<file path="src/rtl/sd_irq_pkg.sv">
// Package: shared constants and register selects for the SD interrupt status unit.
// Assumes a 32-bit register word with fixed event bit positions.
package sd_irq_pkg;
    localparam int REG_W = 32;

    // Register select codes on the register bus
    typedef enum logic [1:0] {
        SEL_STATUS  = 2'd0,
        SEL_STAT_EN = 2'd1,
        SEL_SIG_EN  = 2'd2,
        SEL_SYSCTL  = 2'd3
    } reg_sel_e;

    // Implemented status bit positions
    localparam logic [REG_W-1:0] IMPL_MASK     = 32'h107F_01FF;
    // Bits owned by the command path
    localparam logic [REG_W-1:0] CMD_PATH_MASK = 32'h000F_0001;
    // Bits owned by the data path
    localparam logic [REG_W-1:0] DAT_PATH_MASK = 32'h1070_003E;
    // Command error group: index, end-bit, CRC
    localparam logic [REG_W-1:0] CMD_ERR_MASK  = 32'h000E_0000;
    // All error bits
    localparam logic [REG_W-1:0] ERR_MASK      = 32'h107F_0000;

    // System-control position of the first reset bit (all, cmd, data follow)
    localparam int RST_BASE  = 24;
    localparam int RST_LINES = 3;
endpackage

</file>
<file path="src/rtl/sd_rst_timer.sv">
// Module: one self-clearing reset pulse generator.
// A start strobe (re)loads a down-counter; the output is high while it is non-zero.
// Assumes CYCLES >= 1.
module sd_rst_timer #(
    parameter int CYCLES = 8
) (
    input  logic clk,
    input  logic rst_n,
    input  logic start_i,
    output logic active_o
);
    localparam int CNT_W = $clog2(CYCLES + 1);
    localparam logic [CNT_W-1:0] LOAD = CNT_W'(CYCLES);

    logic [CNT_W-1:0] cnt_q;

    // Load on start, count down to zero otherwise
    always_ff @(posedge clk) begin
        if (!rst_n)
            cnt_q <= '0;
        else if (start_i)
            cnt_q <= LOAD;
        else if (cnt_q != '0)
            cnt_q <= cnt_q - 1'b1;
    end

    assign active_o = (cnt_q != '0);
endmodule

</file>
<file path="src/rtl/sd_irq_status_reg.sv">
// Module: status, status-enable and signal-enable registers plus the interrupt flop.
// Assumes one-cycle event pulses; an event beats a same-cycle clear.
// Path clears coming from active resets take precedence over everything.
module sd_irq_status_reg
    import sd_irq_pkg::*;
(
    input  logic             clk,
    input  logic             rst_n,
    input  logic [REG_W-1:0] evt_i,
    input  logic [REG_W-1:0] w1c_i,
    input  logic             sten_we_i,
    input  logic             sigen_we_i,
    input  logic [REG_W-1:0] wdata_i,
    input  logic [REG_W-1:0] path_clr_i,
    input  logic             en_clr_i,
    output logic [REG_W-1:0] status_o,
    output logic [REG_W-1:0] sten_o,
    output logic [REG_W-1:0] sigen_o,
    output logic             irq_o
);
    logic [REG_W-1:0] status_q, sten_q, sigen_q;
    logic [REG_W-1:0] set_vec, status_d;
    logic             irq_q;

    // Next status: clear by write and by path reset, then set by enabled events
    always_comb begin
        set_vec  = evt_i & sten_q & IMPL_MASK & ~path_clr_i;
        status_d = (status_q & ~w1c_i & ~path_clr_i) | set_vec;
    end

    // Status register update
    always_ff @(posedge clk) begin
        if (!rst_n) status_q <= '0;
        else        status_q <= status_d;
    end

    // Status-enable mask: cleared by the global reset, else written
    always_ff @(posedge clk) begin
        if (!rst_n || en_clr_i) sten_q <= '0;
        else if (sten_we_i)     sten_q <= wdata_i & IMPL_MASK;
    end

    // Signal-enable mask: cleared by the global reset, else written
    always_ff @(posedge clk) begin
        if (!rst_n || en_clr_i) sigen_q <= '0;
        else if (sigen_we_i)    sigen_q <= wdata_i & IMPL_MASK;
    end

    // Registered interrupt line
    always_ff @(posedge clk) begin
        if (!rst_n) irq_q <= 1'b0;
        else        irq_q <= |(status_q & sigen_q);
    end

    assign status_o = status_q;
    assign sten_o   = sten_q;
    assign sigen_o  = sigen_q;
    assign irq_o    = irq_q;
endmodule

</file>
<file path="src/rtl/sd_irq_status_unit.sv">
// Module: SD host interrupt status unit top.
// Decodes the register bus, runs three self-clearing reset timers, and
// produces the error summaries. Assumes reads have no side effects.
module sd_irq_status_unit
    import sd_irq_pkg::*;
#(
    parameter int RST_CYCLES = 8
) (
    input  logic             clk,
    input  logic             rst_n,
    input  logic [1:0]       reg_sel_i,
    input  logic             reg_we_i,
    input  logic [REG_W-1:0] reg_wdata_i,
    output logic [REG_W-1:0] reg_rdata_o,
    input  logic [REG_W-1:0] evt_i,
    output logic             irq_o,
    output logic             cmd_err_o,
    output logic             err_any_o,
    output logic             rst_all_o,
    output logic             rst_cmd_o,
    output logic             rst_dat_o
);
    reg_sel_e               sel;
    logic [REG_W-1:0]       status_q, sten_q, sigen_q;
    logic [REG_W-1:0]       w1c, path_clr, sysctl_rd;
    logic [RST_LINES-1:0]   rst_start, rst_act;

    assign sel = reg_sel_e'(reg_sel_i);

    // Reset timers, one per system-control reset bit
    for (genvar g = 0; g < RST_LINES; g++) begin : g_rst
        assign rst_start[g] = reg_we_i && (sel == SEL_SYSCTL) && reg_wdata_i[RST_BASE + g];
        sd_rst_timer #(.CYCLES(RST_CYCLES)) u_tmr (
            .clk      (clk),
            .rst_n    (rst_n),
            .start_i  (rst_start[g]),
            .active_o (rst_act[g])
        );
    end

    // Write decode and per-path clear masks
    always_comb begin
        w1c      = (reg_we_i && sel == SEL_STATUS) ? reg_wdata_i : '0;
        path_clr = '0;
        if (rst_act[0]) path_clr = '1;
        if (rst_act[1]) path_clr = path_clr | CMD_PATH_MASK;
        if (rst_act[2]) path_clr = path_clr | DAT_PATH_MASK;
    end

    sd_irq_status_reg u_regs (
        .clk        (clk),
        .rst_n      (rst_n),
        .evt_i      (evt_i),
        .w1c_i      (w1c),
        .sten_we_i  (reg_we_i && sel == SEL_STAT_EN),
        .sigen_we_i (reg_we_i && sel == SEL_SIG_EN),
        .wdata_i    (reg_wdata_i),
        .path_clr_i (path_clr),
        .en_clr_i   (rst_act[0]),
        .status_o   (status_q),
        .sten_o     (sten_q),
        .sigen_o    (sigen_q),
        .irq_o      (irq_o)
    );

    // Read-back mux
    always_comb begin
        sysctl_rd = '0;
        sysctl_rd[RST_BASE +: RST_LINES] = rst_act;
        unique case (sel)
            SEL_STATUS:  reg_rdata_o = status_q;
            SEL_STAT_EN: reg_rdata_o = sten_q;
            SEL_SIG_EN:  reg_rdata_o = sigen_q;
            default:     reg_rdata_o = sysctl_rd;
        endcase
    end

    assign cmd_err_o = |(status_q & CMD_ERR_MASK);
    assign err_any_o = |(status_q & ERR_MASK);
    assign rst_all_o = rst_act[0];
    assign rst_cmd_o = rst_act[1];
    assign rst_dat_o = rst_act[2];
endmodule

</file>
<file path="config.mk">
export PLATFORM = sky130hd
export DESIGN_NAME = sd_irq_status_unit
export DESIGN_NICKNAME = d
export VERILOG_FILES = /design/src/rtl/sd_irq_pkg.sv /design/src/rtl/sd_rst_timer.sv /design/src/rtl/sd_irq_status_reg.sv /design/src/rtl/sd_irq_status_unit.sv
export SDC_FILE = /design/constraint.sdc
export NUM_CORES = 1
export LEC_CHECK = 0
export BUFFER_PORTS_ARGS = -buffer_cell sky130_fd_sc_hd__buf_2
export CELL_PAD_IN_SITES_DETAIL_PLACEMENT = 1
export CELL_PAD_IN_SITES_GLOBAL_PLACEMENT = 2
export CORE_MARGIN = 2
export CORE_UTILIZATION = 29
export CTS_BUF_LIST = sky130_fd_sc_hd__clkbuf_8
export CTS_CLUSTER_DIAMETER = 80
export DETAILED_ROUTE_END_ITERATION = 6
export HOLD_SLACK_MARGIN = 0.05
export PLACE_DENSITY = 0.85
export SYNTH_ARGS = -nofsm -noshare
export SYNTH_HDL_FRONTEND = slang
export SYNTH_SLANG_ARGS = --single-unit
</file>
<file path="constraint.sdc">
create_clock -name clk -period 1.8 [get_ports clk]
set_input_delay 0.18 -clock clk [delete_from_list [all_inputs] [get_ports clk]]
set_output_delay 0.18 -clock clk [all_outputs]
set_load 0.005 [all_outputs]
</file>
# Word level (Yosys, flattened, before mapping)
# Cells that the tools add are included.
[word_totals]
reg_bits = 79
inputBits = 69
[classes]
n_addsub = 3
n_eq_ne = 3
mux = 11
bitwise = 9
n_reduce_logical = 22
[ops]
columns = ["cell", "count"]
rows = [
  ["32-bit case mux with 3 select lines", 1],
  ["32-bit AND", 2],
  ["32-bit 2-to-1 mux", 2],
  ["32-bit inverter", 2],
  ["29-bit by 32-bit AND with 32-bit output", 1],
  ["32-bit by 29-bit AND with 32-bit output", 1],
  ["32-bit bitwise OR", 1],
  ["32-bit OR reduction", 1],
  ["29-bit AND", 1],
  ["29-bit 2-to-1 mux", 1],
  ["4-bit 2-to-1 mux", 6],
  ["20-bit 2-to-1 mux", 1],
  ["4-bit nonzero test", 3],
  ["4-bit by 1-bit subtractor with 4-bit output (second input constant)", 3],
  ["8-bit OR reduction", 1],
  ["1-bit logical AND", 7],
  ["2-bit nonzero test", 3],
  ["2-bit OR reduction", 3],
  ["2-bit equality test (second input constant)", 2],
  ["3-bit OR reduction", 1],
  ["2-bit by 1-bit equality test with 1-bit output (second input constant)", 1],
  ["2-bit logical NOT", 1],
  ["1-bit logical NOT", 1],
  ["1-bit logical OR", 1],
  ["1-bit inverter", 1],
]

# Logic depth before layout (Yosys ltp)
# Gate-level depths: netlist of the first run.
[depth]
ltp_word = 7
mapped_depth = 7

# Modules after synthesis
# Synthesis of the first run repeated with hierarchy kept, for this count alone.
[unflattened]
cells_unflattened = 443
hier_area_um2 = 4292.9
[modules_own_cells]
columns = ["mod", "n_inst", "cells_per_inst", "area_each_um2"]
rows = [
  ["sd_irq_status_reg", 1, 256, 2691.3],
  ["sd_irq_status_unit", 1, 121, 985.9],
  ["sd_rst_timer", 3, 22, 205.2],
]

# Least setup slack after synthesis of the first run
# No wires, ideal clock.
[synth_timing]
path_kind = "register -> register"
startpoint = "register g_rst[0].u_tmr.cnt_q[0]"
endpoint = "register u_regs.status_q[13] (netlist: u_regs.status_o[13])"
setup_ns = 0.059
arrival_time_ns = 1.412
required_time_ns = 1.741
setup_slack_ns = 0.329
path_stages_with_launch = 8
synth_period_minus_slack_ns = 1.471
cell_sequence = "dfxtp_1 -> inv_1 -> ha_1 -> nor3b_4 -> and2_1 -> buf_4 -> buf_2 -> and3_1"
[synth_between]
elab_chain_len = 7
word_cells_on_any_way = 8
[synth_lines]
columns = ["element", "line_no", "text"]
rows = [
  ["from (decl)", "sd_rst_timer.sv:15", "logic [CNT_W-1:0] cnt_q;"],
  ["from (signal assigned)", "sd_rst_timer.sv:24", "cnt_q <= cnt_q - 1'b1;"],
  ["4-bit nonzero test (*)", "sd_rst_timer.sv:27", "assign active_o = (cnt_q != '0);"],
  ["32-bit 2-to-1 mux (*)", "sd_irq_status_unit.sv:45", "if (rst_act[0]) path_clr = '1;"],
  ["20-bit 2-to-1 mux (*)", "sd_irq_status_unit.sv:46", "if (rst_act[1]) path_clr = path_clr | CMD_PATH_MASK;"],
  ["29-bit 2-to-1 mux (*)", "sd_irq_status_unit.sv:47", "if (rst_act[2]) path_clr = path_clr | DAT_PATH_MASK;"],
  ["32-bit inverter (*)", "sd_irq_status_reg.sv:27, sd_irq_status_reg.sv:28", ""],
  ["32-bit AND or 29-bit by 32-bit AND with 32-bit output (tied branches)", "sd_irq_status_reg.sv:28, sd_irq_status_reg.sv:27", ""],
  ["32-bit bitwise OR (*)", "sd_irq_status_reg.sv:28", "status_d = (status_q & ~w1c_i & ~path_clr_i) | set_vec;"],
  ["to (signal assigned)", "sd_irq_status_reg.sv:34", "else status_q <= status_d;"],
  ["to (decl)", "sd_irq_status_reg.sv:21", "logic [REG_W-1:0] status_q, sten_q, sigen_q;"],
]
# Mark *: on every way between the ends. The rest lies on a longest branch, timed or not.
# A chain may end at the register's enable or synchronous reset.

# Worst setup path in the final report of the first run
[layout_timing]
startpoint = "register u_regs.status_q[19] (netlist: u_regs.status_o[19])"
endpoint = "output err_any_o"
[layout_between]
elab_chain_len = 1
[layout_lines]
columns = ["element", "line_no", "text"]
rows = [
  ["8-bit OR reduction", "sd_irq_status_unit.sv:79", "assign err_any_o = |(status_q & ERR_MASK);"],
  ["to (decl)", "sd_irq_status_unit.sv:18", "output logic err_any_o,"],
]
# Every way passes these cells.

==> results of run 1 <==
## Yosys cell counts (2+ instances only)
| cell | n | area [um2] |
|---|---|---|
| nand2_1 | 130 | 488.0 |
| and2_1 | 16 | 100.1 |
| and3_1 | 16 | 100.1 |
| o21ai_0 | 20 | 100.1 |
| or3_1 | 5 | 31.28 |
| inv_1 | 9 | 33.78 |
| mux2i_1 | 17 | 170.2 |
| clkbuf_1 | 12 | 45.04 |
| ha_1 | 5 | 62.56 |
| a21boi_0 | 3 | 22.52 |
| a211oi_1 | 2 | 15.01 |
| nor2_1 | 27 | 101.4 |
| a21oi_1 | 39 | 195.2 |
| buf_4 | 5 | 37.54 |
| xnor2_1 | 5 | 43.79 |
| nor3_1 | 5 | 25.02 |
| a22oi_1 | 22 | 165.2 |
| buf_2 | 7 | 35.03 |
| dfxtp_1 | 79 | 1582 |
| nand2_2 | 2 | 12.51 |
## power by group
part           total (W)  internal (W)  switching (W)
clock            0.00134      0.000671       0.000671
sequential       0.00202       0.00190       0.000115
combinational    0.00141      0.000594       0.000819
## tightest hold or removal path: stages
cell and delay [ns]:
buf_2 0.07, a22oi_1 0.07, nor2_1 0.07
## cell type report
class                           instances  share of cell area [%]
Multi-Input combinational cell        328                   40.13
Sequential cell                        79                   35.74
Timing Repair Buffer                  113                   14.76
Tap cell                              147                   4.140
Clock buffer                           10                   3.098
Clock inverter                          6                   1.380
Inverter                                9                  0.7603
## cell families after synthesis
group / Yosys count / share of synthesized area, %
xor+xnor: 5 / 1.257
simple gates: 211 / 27.01
compound gates: 90 / 15.30
flops: 79 / 45.40
fa+ha+maj: 5 / 1.796
buf+inv: 33 / 4.346
mux: 17 / 4.885
## state kept, by name, summed over array words and instances, names as in the netlist
register and cells:
u_regs.irq_o 1, g_rst.u_tmr.cnt_q 12, u_regs.status_o 32, u_regs.sigen_o 17, u_regs.sten_o 17
## how the worst max path moves through the flow
stage,startpoint,to,cells past startpoint
floorplan,g_rst[0].u_tmr.cnt_q[0]$_SDFFE_PP0N_,u_regs.status_o[13]$_SDFF_PN0_,7
global placement,g_rst[0].u_tmr.cnt_q[0]$_SDFFE_PP0N_,u_regs.status_o[0]$_SDFF_PN0_,6
detailed placement,g_rst[0].u_tmr.cnt_q[0]$_SDFFE_PP0N_,u_regs.status_o[16]$_SDFF_PN0_,6
CTS,u_regs.status_o[28]$_SDFF_PN0_,err_any_o,3
global route,u_regs.status_o[28]$_SDFF_PN0_,err_any_o,3
finish,u_regs.status_o[19]$_SDFF_PN0_,err_any_o,3
## routing by layer
metal | share of wire (%) | up-vias | GRT usage (%)
met3 | 3.8 | 15 | 3.773
met5 | 0.062 | - | 0
met4 | 1.4 | 2 | 6.829
met2 | 50 | 71 | 31.70
met1 | 44 | 1634 | 21.48
li1 | - | 1667 | -
## stage by stage
stage | utilization, % | hold WS, ns | std cells
2_1_floorplan | - | 0.3160 | 440
3_3_place_gp | 34.98 | 0.4380 | 669
3_5_place_dp | 34.98 | 0.4431 | 669
4_1_cts | 37.26 | 0.05053 | 692
5_1_grt | 37.46 | 0.06064 | 692
6_report | 37.46 | 0.07183 | 692
## repair_timing
action	CTS	global route
gates resized for setup	7	9
setup buffers	3	0
endpoints found under the hold margin	6	0
endpoints found under the setup margin	5	7
hold buffers	4	0
==> run metrics, run 1 <==
outcome=finished, violations left; violated checks=setup timing; Antenna Cells=0; commonest non-fill, non-tap cell in the layout=nand2_1; CTS tree=built; worst r2r src=g_rst[0].u_tmr.cnt_q[0]$_SDFFE_PP0N_; vias per cell=about 5; FF-to-FF End=u_regs.status_o[28]$_SDFF_PN0_; layout cell share with drive strength beyond 1=a little over a quarter; initial core utilization=29.37%; first-pass GRT wire length=around 18000 um; CTS root buf=clkbuf_8; fmax=about 550 MHz; ys async rst share=0%; WL final=around 11000 um; min-delay src=evt_i[5]; Buffers on Ports=91; minimum clock period=about 1.8 ns; die area=about 13000 um2; cell count after synthesis=440; routed vias=around 3400; sequential fraction of the synthesis area=45.40%; PwrDens=1074 nW/um2; hold path depth=3; footprint of the multi-input gates=between 1500 and 2000 um2; crit path capture type=primary output; count of final max-slew check failures=0; total grt overflow=0; Ys Warns=0; Post-DP HPWL=approximately 8000 um; post-synth cell types=34; io pins=between 100 and 150; insertion delay to the later sink of the worst-skew pair=about 0.36 ns; Sink Count=79; Iter 0 DRT Violations=~150; layout net count=approximately 600; CP peak stage delay=approximately 0.43 ns; Die X=113.6 um; die height=approximately 110 um; P_leak=~1.9 nW; pin count of the biggest net entering global routing=38; global-route usage over all layers=17.97%; number of global-route vias before repair=~3600; wire per inst=around 16 um; Worst Skew=0.01686 ns; initial antenna violation count=1; Core Rows=40; sequential cell area=between 1500 and 2000 um2; Post-synth EDFFs=0; post-placement cell area=4149 um2; cts bufs inserted=9; Final Worst Setup Slack=-0.02794 ns; CTS H-Tree Depth=3; Slew HR=~72%; slowest CP cell=or3_1; Critical Setup Path Class=reg -> out; synthesis-to-finish area growth=27.55%; final hold vios=0; Fillers=about 1500; Peak VDD IR=roughly 0.00043 V; DRT antenna net count=0; Synth Cell Area=3483 um2; Critical Path Start Type=flip-flop; R2R depth=7; DRC viols=0; routability congestion estimate=0.7988; worst-margin pin slew=around 0.41 ns; final worst path period share=101.6%; Tot Pwr=approximately 0.0048 W; Pre-antenna DRT Iters=4; WP buf/inv=1; Core ar.=between 10000 and 15000 um2; register-to-register setup slack=roughly 0.22 ns; Fin Setup TNS=-0.02794 ns; Setup WS pre-CTS=0.2030 ns; Worst path most repeated cell=or3_1; Crit path arrival time=around 1.7 ns; setup violation total in the final timing report=1; Critical Path RT=roughly 1.6 ns; hold-critical path endpoint=u_regs.status_o[5]$_SDFF_PN0_; clock slew at reported path FFs=0.08 ns; crit path cell chain=or3_1, or3_1, buf_2; most frequent cells in the layout=nand2_1, buf_2, dfxtp_1; Finished Cell Area=~4400 um2; flop and latch count out of synthesis=between 70 and 80; max_cap viols=0; min-delay worst type=in -> reg; Synth Area per Inst=between 7 and 8 um2; synthesized net count=between 500 and 600; RSZ-0062 raised after global routing=true; ys flop type=dfxtp_1; critical path's top delay family=simple AND/OR/NAND/NOR gates; CP Max Fanout=4; CTS Buffer Depth=2
No activity file was read; power rests on OpenSTA's default activity.
==> inputs of run 2 (changes only) <==
Settings changed: ABC_AREA set to 1, PLACE_DENSITY 0.85 to 0.87.
Clock period 1.8 ns to 1.84 ns, I/O delays scaled along.
==> run 2 against run 1 <==
  * Register-to-register slack gained 0.04 ns
  * Flip-flop and latch count unchanged
  * Sequential share of layout area decreased by 3.1 points
  * Design area increased by 9.0%
  * The run now ends clean
  * Largest cell class unchanged
  * Combinational power fell by 6%
==> run metrics, run 2 <==
FF-to-FF End=u_regs.status_o[21]$_SDFF_PN0_; Fin Setup TNS=0 ns (+0.02794 ns); min-delay src=evt_i[6]; Buffers on Ports=91 (unchanged); Core ar.=12720 um2 (+7.3%); crit path capture type=primary output; R2R depth=9 (+2); Iter 0 DRT Violations=152 (-0.65%); Post-synth top cells=nand2_1, nand3_1, dfxtp_1; leading area contributor after synthesis=dfxtp_1; initial antenna violation count=0 (-1); commonest non-fill, non-tap cell in the layout=nand2_1; DRC viols=0 (unchanged); clock slew at reported path FFs=0.08 ns (about the same); DRT met1 WL=5861 um (+17%); Pre-antenna DRT Iters=4 (unchanged); Synth Area per Inst=6.786 um2 (-14%); Ys Warns=0 (unchanged); Worst Skew=0.01072 ns (-0.006141 ns); CTS Buffer Depth=2 (unchanged); flop and latch count out of synthesis=79 (unchanged); max layer used=met4; worst-margin pin slew=0.5576 ns (+0.1463 ns); worst r2r src=g_rst[0].u_tmr.cnt_q[0]$_SDFFE_PP0N_; first-pass GRT wire length=20770 um (+15%); Critical Path RT=1.66 ns (+0.04 ns); Largest register FFs=32 (unchanged); Post-DP HPWL=8896 um (+9.2%); Tot Pwr=0.004780 W (+0.14%); final worst path period share=92.29%; worst setup path startpoint=g_rst[1].u_tmr.cnt_q[0]$_SDFFE_PP0P_; synthesized net count=634 (+23%); insertion delay to the later sink of the worst-skew pair=0.37 ns (about the same); global-route usage over all layers=18.38% (+0.42 points); die area=14040 um2 (+8.8%); Core Rows=41 (+2.5%); max_cap viols=0 (unchanged); met3 WL=509 um (+20%); total grt overflow=0 (unchanged); synthesis-to-finish area growth=27.43% (about the same); ys async rst share=0% (unchanged); routed vias=4161 (+23%); setup repair bufs after CTS=0 (-3); Peak VDD IR=0.0002923 V (-32%); RSZ-0062 raised after global routing=false; Sink Count=79 (unchanged); vias per cell=4.965 (+1.4%); minimum clock period=between 1.5 and 2 ns; layout cell share with drive strength beyond 1=20.60% (-5.5 points); Synth Cell Area=3800 um2 (+9.1%); Slew HR=62.79% (-9.5 points); cts bufs inserted=9 (unchanged); CP peak stage delay=0.34 ns (-0.09 ns); Critical Path Start Type=flip-flop; pin count of the biggest net entering global routing=40 (+5.3%); Crit path arrival time=1.51 ns (-0.14 ns); WL final=12760 um (+13%); count leader, synth=nand2_1; Met2 Wirelength=6215 um (+9.2%); CTS root buf=clkbuf_8; crit path cell chain=inv_1, ha_1, nand3_2, inv_2, o21ai_0, buf_2; slowest CP cell=dfxtp_1; number of global-route vias before repair=4235 (+18%); most frequent cells in the layout=nand2_1, buf_2, nand3_1; die height=118.5 um (+4.3%); final hold vios=0 (unchanged); post-synth cell types=23 (-32%); Critical Setup Path Class=reg -> out; register-to-register setup slack=0.26 ns (+0.04 ns); Post-synth EDFFs=0 (unchanged); ys flop type=dfxtp_1; cell count after synthesis=560 (+27%); Area contributors post-synth=dfxtp_1, nand2_1, nand3_1; outcome=complete, no violations; Synth top area share=41.62% (-3.8 points); Die X=118.5 um (+4.3%); count of final max-slew check failures=0 (unchanged); P_leak=2.189 nW (+17%); PwrDens=987.3 nW/um2 (-8.1%); initial core utilization=29.87% (+0.50 points); routability congestion estimate=0.8247 (+3.2%); layout net count=735 (+20%); fmax=~590 MHz; CTS H-Tree Depth=3 (unchanged); CP Capture Point=reg_rdata_o[25]; DRT antenna net count=0 (unchanged); io pins=107 (unchanged); setup violation total in the final timing report=0 (-1); CP Max Fanout=5 (+1); wire per inst=15.22 um (-6.7%); sequential fraction of the synthesis area=41.62% (-3.8 points); min-delay worst type=in -> reg; CTS tree=built
## run 2: changes by cell type in the layout (fill, tap and decap cells not counted), moves of 17 or more
cell     before  now
inv_1         9   49
nand3_1       1   89
mux2i_1      17    0
nand4_1       1   21
a22oi_1      22    0
nand2_1     130  172
## run 2: cell type report
class                           count  area, um2
Fill cell                        1664       7880
Multi-Input combinational cell    394       1868
Sequential cell                    79       1582
Timing Repair Buffer              124      743.2
Tap cell                          172      215.2
Inverter                           53      201.4
Clock buffer                       12      165.2
Clock inverter                      3      65.06
Antenna cell                        1      2.502
## run 2: through the flow
step	worst slack [ns]	cells	area [um2]	hold slack (ns)	util (%)
global route	0.01585	837	4840	0.08646	38.04
detailed placement	0.2028	806	4437	0.3833	34.87
floorplan	0.4813	560	3800	0.2900	-
global placement	0.2675	806	4437	0.3807	34.87
CTS	0.02238	837	4827	0.06165	37.94
finish	0.1419	838	4842	0.07576	38.06
## run 2: critical path, delay by kind of cell (launching register included)
| family | cells | cell delay (ns) |
|---|---|---|
| simple gates | 1 | 0.12 |
| compound gates | 1 | 0.16 |
| flops | 1 | 0.34 |
| fa+ha+maj | 1 | 0.22 |
| buf+inv | 3 | 0.33 |
## run 2: power breakdown
| group | internal, W | switching [W] |
|---|---|---|
| clock | 0.000867 | 0.000667 |
| sequential | 0.00184 | 0.0000771 |
| combinational | 0.000489 | 0.000839 |
## run 2: timing repair
action,CTS,global route
hold buffers,16,0
endpoints found under the hold margin,16,0
resized for setup,1,4
endpoints found under the setup margin,1,3
## run 2: how the worst min path moves through the flow
| stage | end | slack (ns) | cells after the start |
|---|---|---|---|
| 3_5_place_dp | u_regs.status_o[29]$_SDFF_PN0_ | 0.38 | 2 |
| 4_1_cts | u_regs.status_o[6]$_SDFF_PN0_ | 0.06 | 3 |
| 2_1_floorplan | u_regs.status_o[10]$_SDFF_PN0_ | 0.29 | 1 |
| 3_3_place_gp | u_regs.status_o[31]$_SDFF_PN0_ | 0.38 | 2 |
| 5_1_grt | u_regs.status_o[7]$_SDFF_PN0_ | 0.09 | 3 |
| 6_report | u_regs.status_o[6]$_SDFF_PN0_ | 0.08 | 3 |
## run 2: layer usage
layer | global-route usage (%) | up-vias
li1 | - | 2042
met4 | 5.729 | 0
met5 | 0 | -
met1 | 22.83 | 1996
met3 | 2.847 | 14
met2 | 32.55 | 109
## run 2: cell families after synthesis
group,after synthesis,synth area share (%)
AND/OR/NAND/NOR,319,36.91
buffers and inverters,87,9.615
flip-flops,79,41.62
XOR/XNOR,3,0.6916
adder cells (fa/ha/maj),5,1.646
AO/OA/AOI/OAI,67,9.516
==> inputs of run 3 (changes only) <==
Settings changed: MAX_ROUTING_LAYER set to met4.
==> run 3 against run 2 <==
  * Die area stayed put
  * Critical path depth stayed put
  * Sequential power hardly changed
  * Sequential share of layout area stayed put
  * Design area stayed put
  * Clock power hardly changed
  * First-iteration DRC count is 5.3% higher
  * Combinational power hardly changed
  * Critical endpoint is now reg_rdata_o[24]
  * Clock-buffer cell count stayed put
  * Power is 0.13% higher
  * Global-route usage is 0.51 points higher
==> run metrics, run 3 (same netlist as run 2, synthesis figures left out) <==
Placed Cells=806 (unchanged); Post-DP HPWL=8896 um (unchanged); global-route usage over all layers=18.90% (+0.51 points); Worst Skew=0.009987 ns (-0.0007351 ns); WL final=12790 um (+0.30%); P_leak=2.189 nW (unchanged); Iter 0 DRT Violations=160 (+5.3%); Hold WS=0.07503 ns (-0.0007387 ns); max_cap viols=0 (unchanged); clock slew at reported path FFs=0.08 ns (about the same); setup violation total in the final timing report=0 (unchanged); CTS tree=built; initial core utilization=29.87% (unchanged); routed vias=4140 (-0.50%); Crit path arrival time=1.52 ns (about the same); Largest register FFs=32 (unchanged); most frequent cells in the layout=nand2_1, buf_2, nand3_1; Core ar.=12720 um2 (unchanged); io pins=107 (unchanged); Critical Setup Path Class=reg -> out; Fillers=1664 (unchanged); crit path capture type=primary output; worst-margin pin slew=0.5598 ns (+0.002189 ns); cts bufs inserted=9 (unchanged); layout cell share with drive strength beyond 1=20.60% (unchanged); commonest non-fill, non-tap cell in the layout=nand2_1; layout net count=735 (unchanged); first-pass GRT wire length=20760 um (about the same); Sink Count=79 (unchanged); die area=14040 um2 (unchanged); Critical Path Start Type=flip-flop; RSZ-0062 raised after global routing=false; Buffers on Ports=91 (unchanged); minimum clock period=1.705 ns (+0.007098 ns); fmax=586.4 MHz (-0.42%); Core Rows=41 (unchanged); slowest CP cell=dfxtp_1; Pre-antenna DRT Iters=4 (unchanged); synthesis-to-finish area growth=27.43% (unchanged); total grt overflow=0 (unchanged); outcome=complete, no violations; Critical Path RT=1.66 ns (about the same); CTS root buf=clkbuf_8; Die X=118.5 um (unchanged); final worst path period share=92.68% (+0.39 points); initial antenna violation count=0 (unchanged); Finished Cell Area=4842 um2 (unchanged); routability congestion estimate=0.8372 (+1.5%); Peak VDD IR=0.0002968 V (+1.6%); crit path cell chain=inv_1, ha_1, nand3_2, inv_4, o21ai_1, buf_2; number of global-route vias before repair=4241 (+0.14%); min-delay worst type=in -> reg; post-placement cell area=4437 um2 (unchanged); DRT antenna net count=0 (unchanged); wire per inst=15.27 um (+0.30%); count of final max-slew check failures=0 (unchanged); CP Max Fanout=13 (+8); Non-Filler Instances=838 (unchanged); vias per cell=4.940 (-0.50%); insertion delay to the later sink of the worst-skew pair=0.37 ns (about the same); final hold vios=0 (unchanged); die height=118.5 um (unchanged); DRC viols=0 (unchanged); CP peak stage delay=0.32 ns (-0.02 ns); Fin Setup TNS=0 ns (unchanged); pin count of the biggest net entering global routing=40 (unchanged); CTS Buffer Depth=2 (unchanged); setup repair bufs after CTS=0 (unchanged); PwrDens=988.5 nW/um2 (+0.13%); CTS H-Tree Depth=3 (unchanged); Slew HR=62.64% (-0.15 points)
==> run 3: cell counts in the layout (fill, tap and decap cells not counted) <==
Identical to the previous run, type by type.
==> run 3: through the flow <==
step / utilization (%) / setup slack (ns) / power (W)
floorplan: - / 0.4813 / 0.002777
global placement: 34.87 / 0.2675 / 0.003180
detailed placement: 34.87 / 0.2028 / 0.003244
CTS: 37.94 / 0.02238 / 0.004840
global route: 38.04 / 0.01585 / 0.005057
finish: 38.06 / 0.1348 / 0.004787
==> run 3: metal layers <==
layer	vias up	wire [um]	global-route usage (%)
met5	-	0	-
li1	2040	-	-
met1	1996	6007	22.77
met3	14	422	2.847
met2	90	6193	32.59
met4	0	170	5.729
==> run 3: report_power, final <==
part	internal, W	total, W	switching (W)
logic	0.000489	0.00133	0.000846
clock network	0.000867	0.00153	0.000667
registers	0.00184	0.00192	0.0000769
total	0.00320	0.00479	0.00159
==> run 3: final timing paths <==
path	cells past startpoint	end	startpoint	slack [ns]
max	6	reg_rdata_o[24]	g_rst[0].u_tmr.cnt_q[0]$_SDFFE_PP0N_	0.13
min	3	u_regs.status_o[6]$_SDFF_PN0_	evt_i[6]	0.08
max reg2reg	9	u_regs.status_o[21]$_SDFF_PN0_	g_rst[0].u_tmr.cnt_q[0]$_SDFFE_PP0N_	0.25
min reg2reg	2	u_regs.status_o[14]$_SDFF_PN0_	u_regs.status_o[14]$_SDFF_PN0_	0.46
==> run 3: layout make-up <==
class	count	area (um2)	area share (%)
antenna	1	2.502	0.05168
clock buffer	12	165.2	3.411
clock inverter	3	65.06	1.344
inverter	53	201.4	4.160
multi-input combinational	394	1868	38.58
sequential	79	1582	32.66
tap	172	215.2	4.444
timing repair buffer	124	743.2	15.35
==> run 3: worst max-delay path, delay by kind of cell (launching register included) <==
kind | cells | cell delay (ns)
AO/OA/AOI/OAI | 1 | 0.07
adder cells (fa/ha/maj) | 1 | 0.21
buffers and inverters | 3 | 0.41
flip-flops | 1 | 0.32
AND/OR/NAND/NOR | 1 | 0.14
==> run 3: repair_timing <==
item	in CTS	in global routing
setup endpoints to repair	1	3
hold endpoints to repair	16	0
hold buffers	16	0
gates resized for setup	1	4
pin swaps	0	0
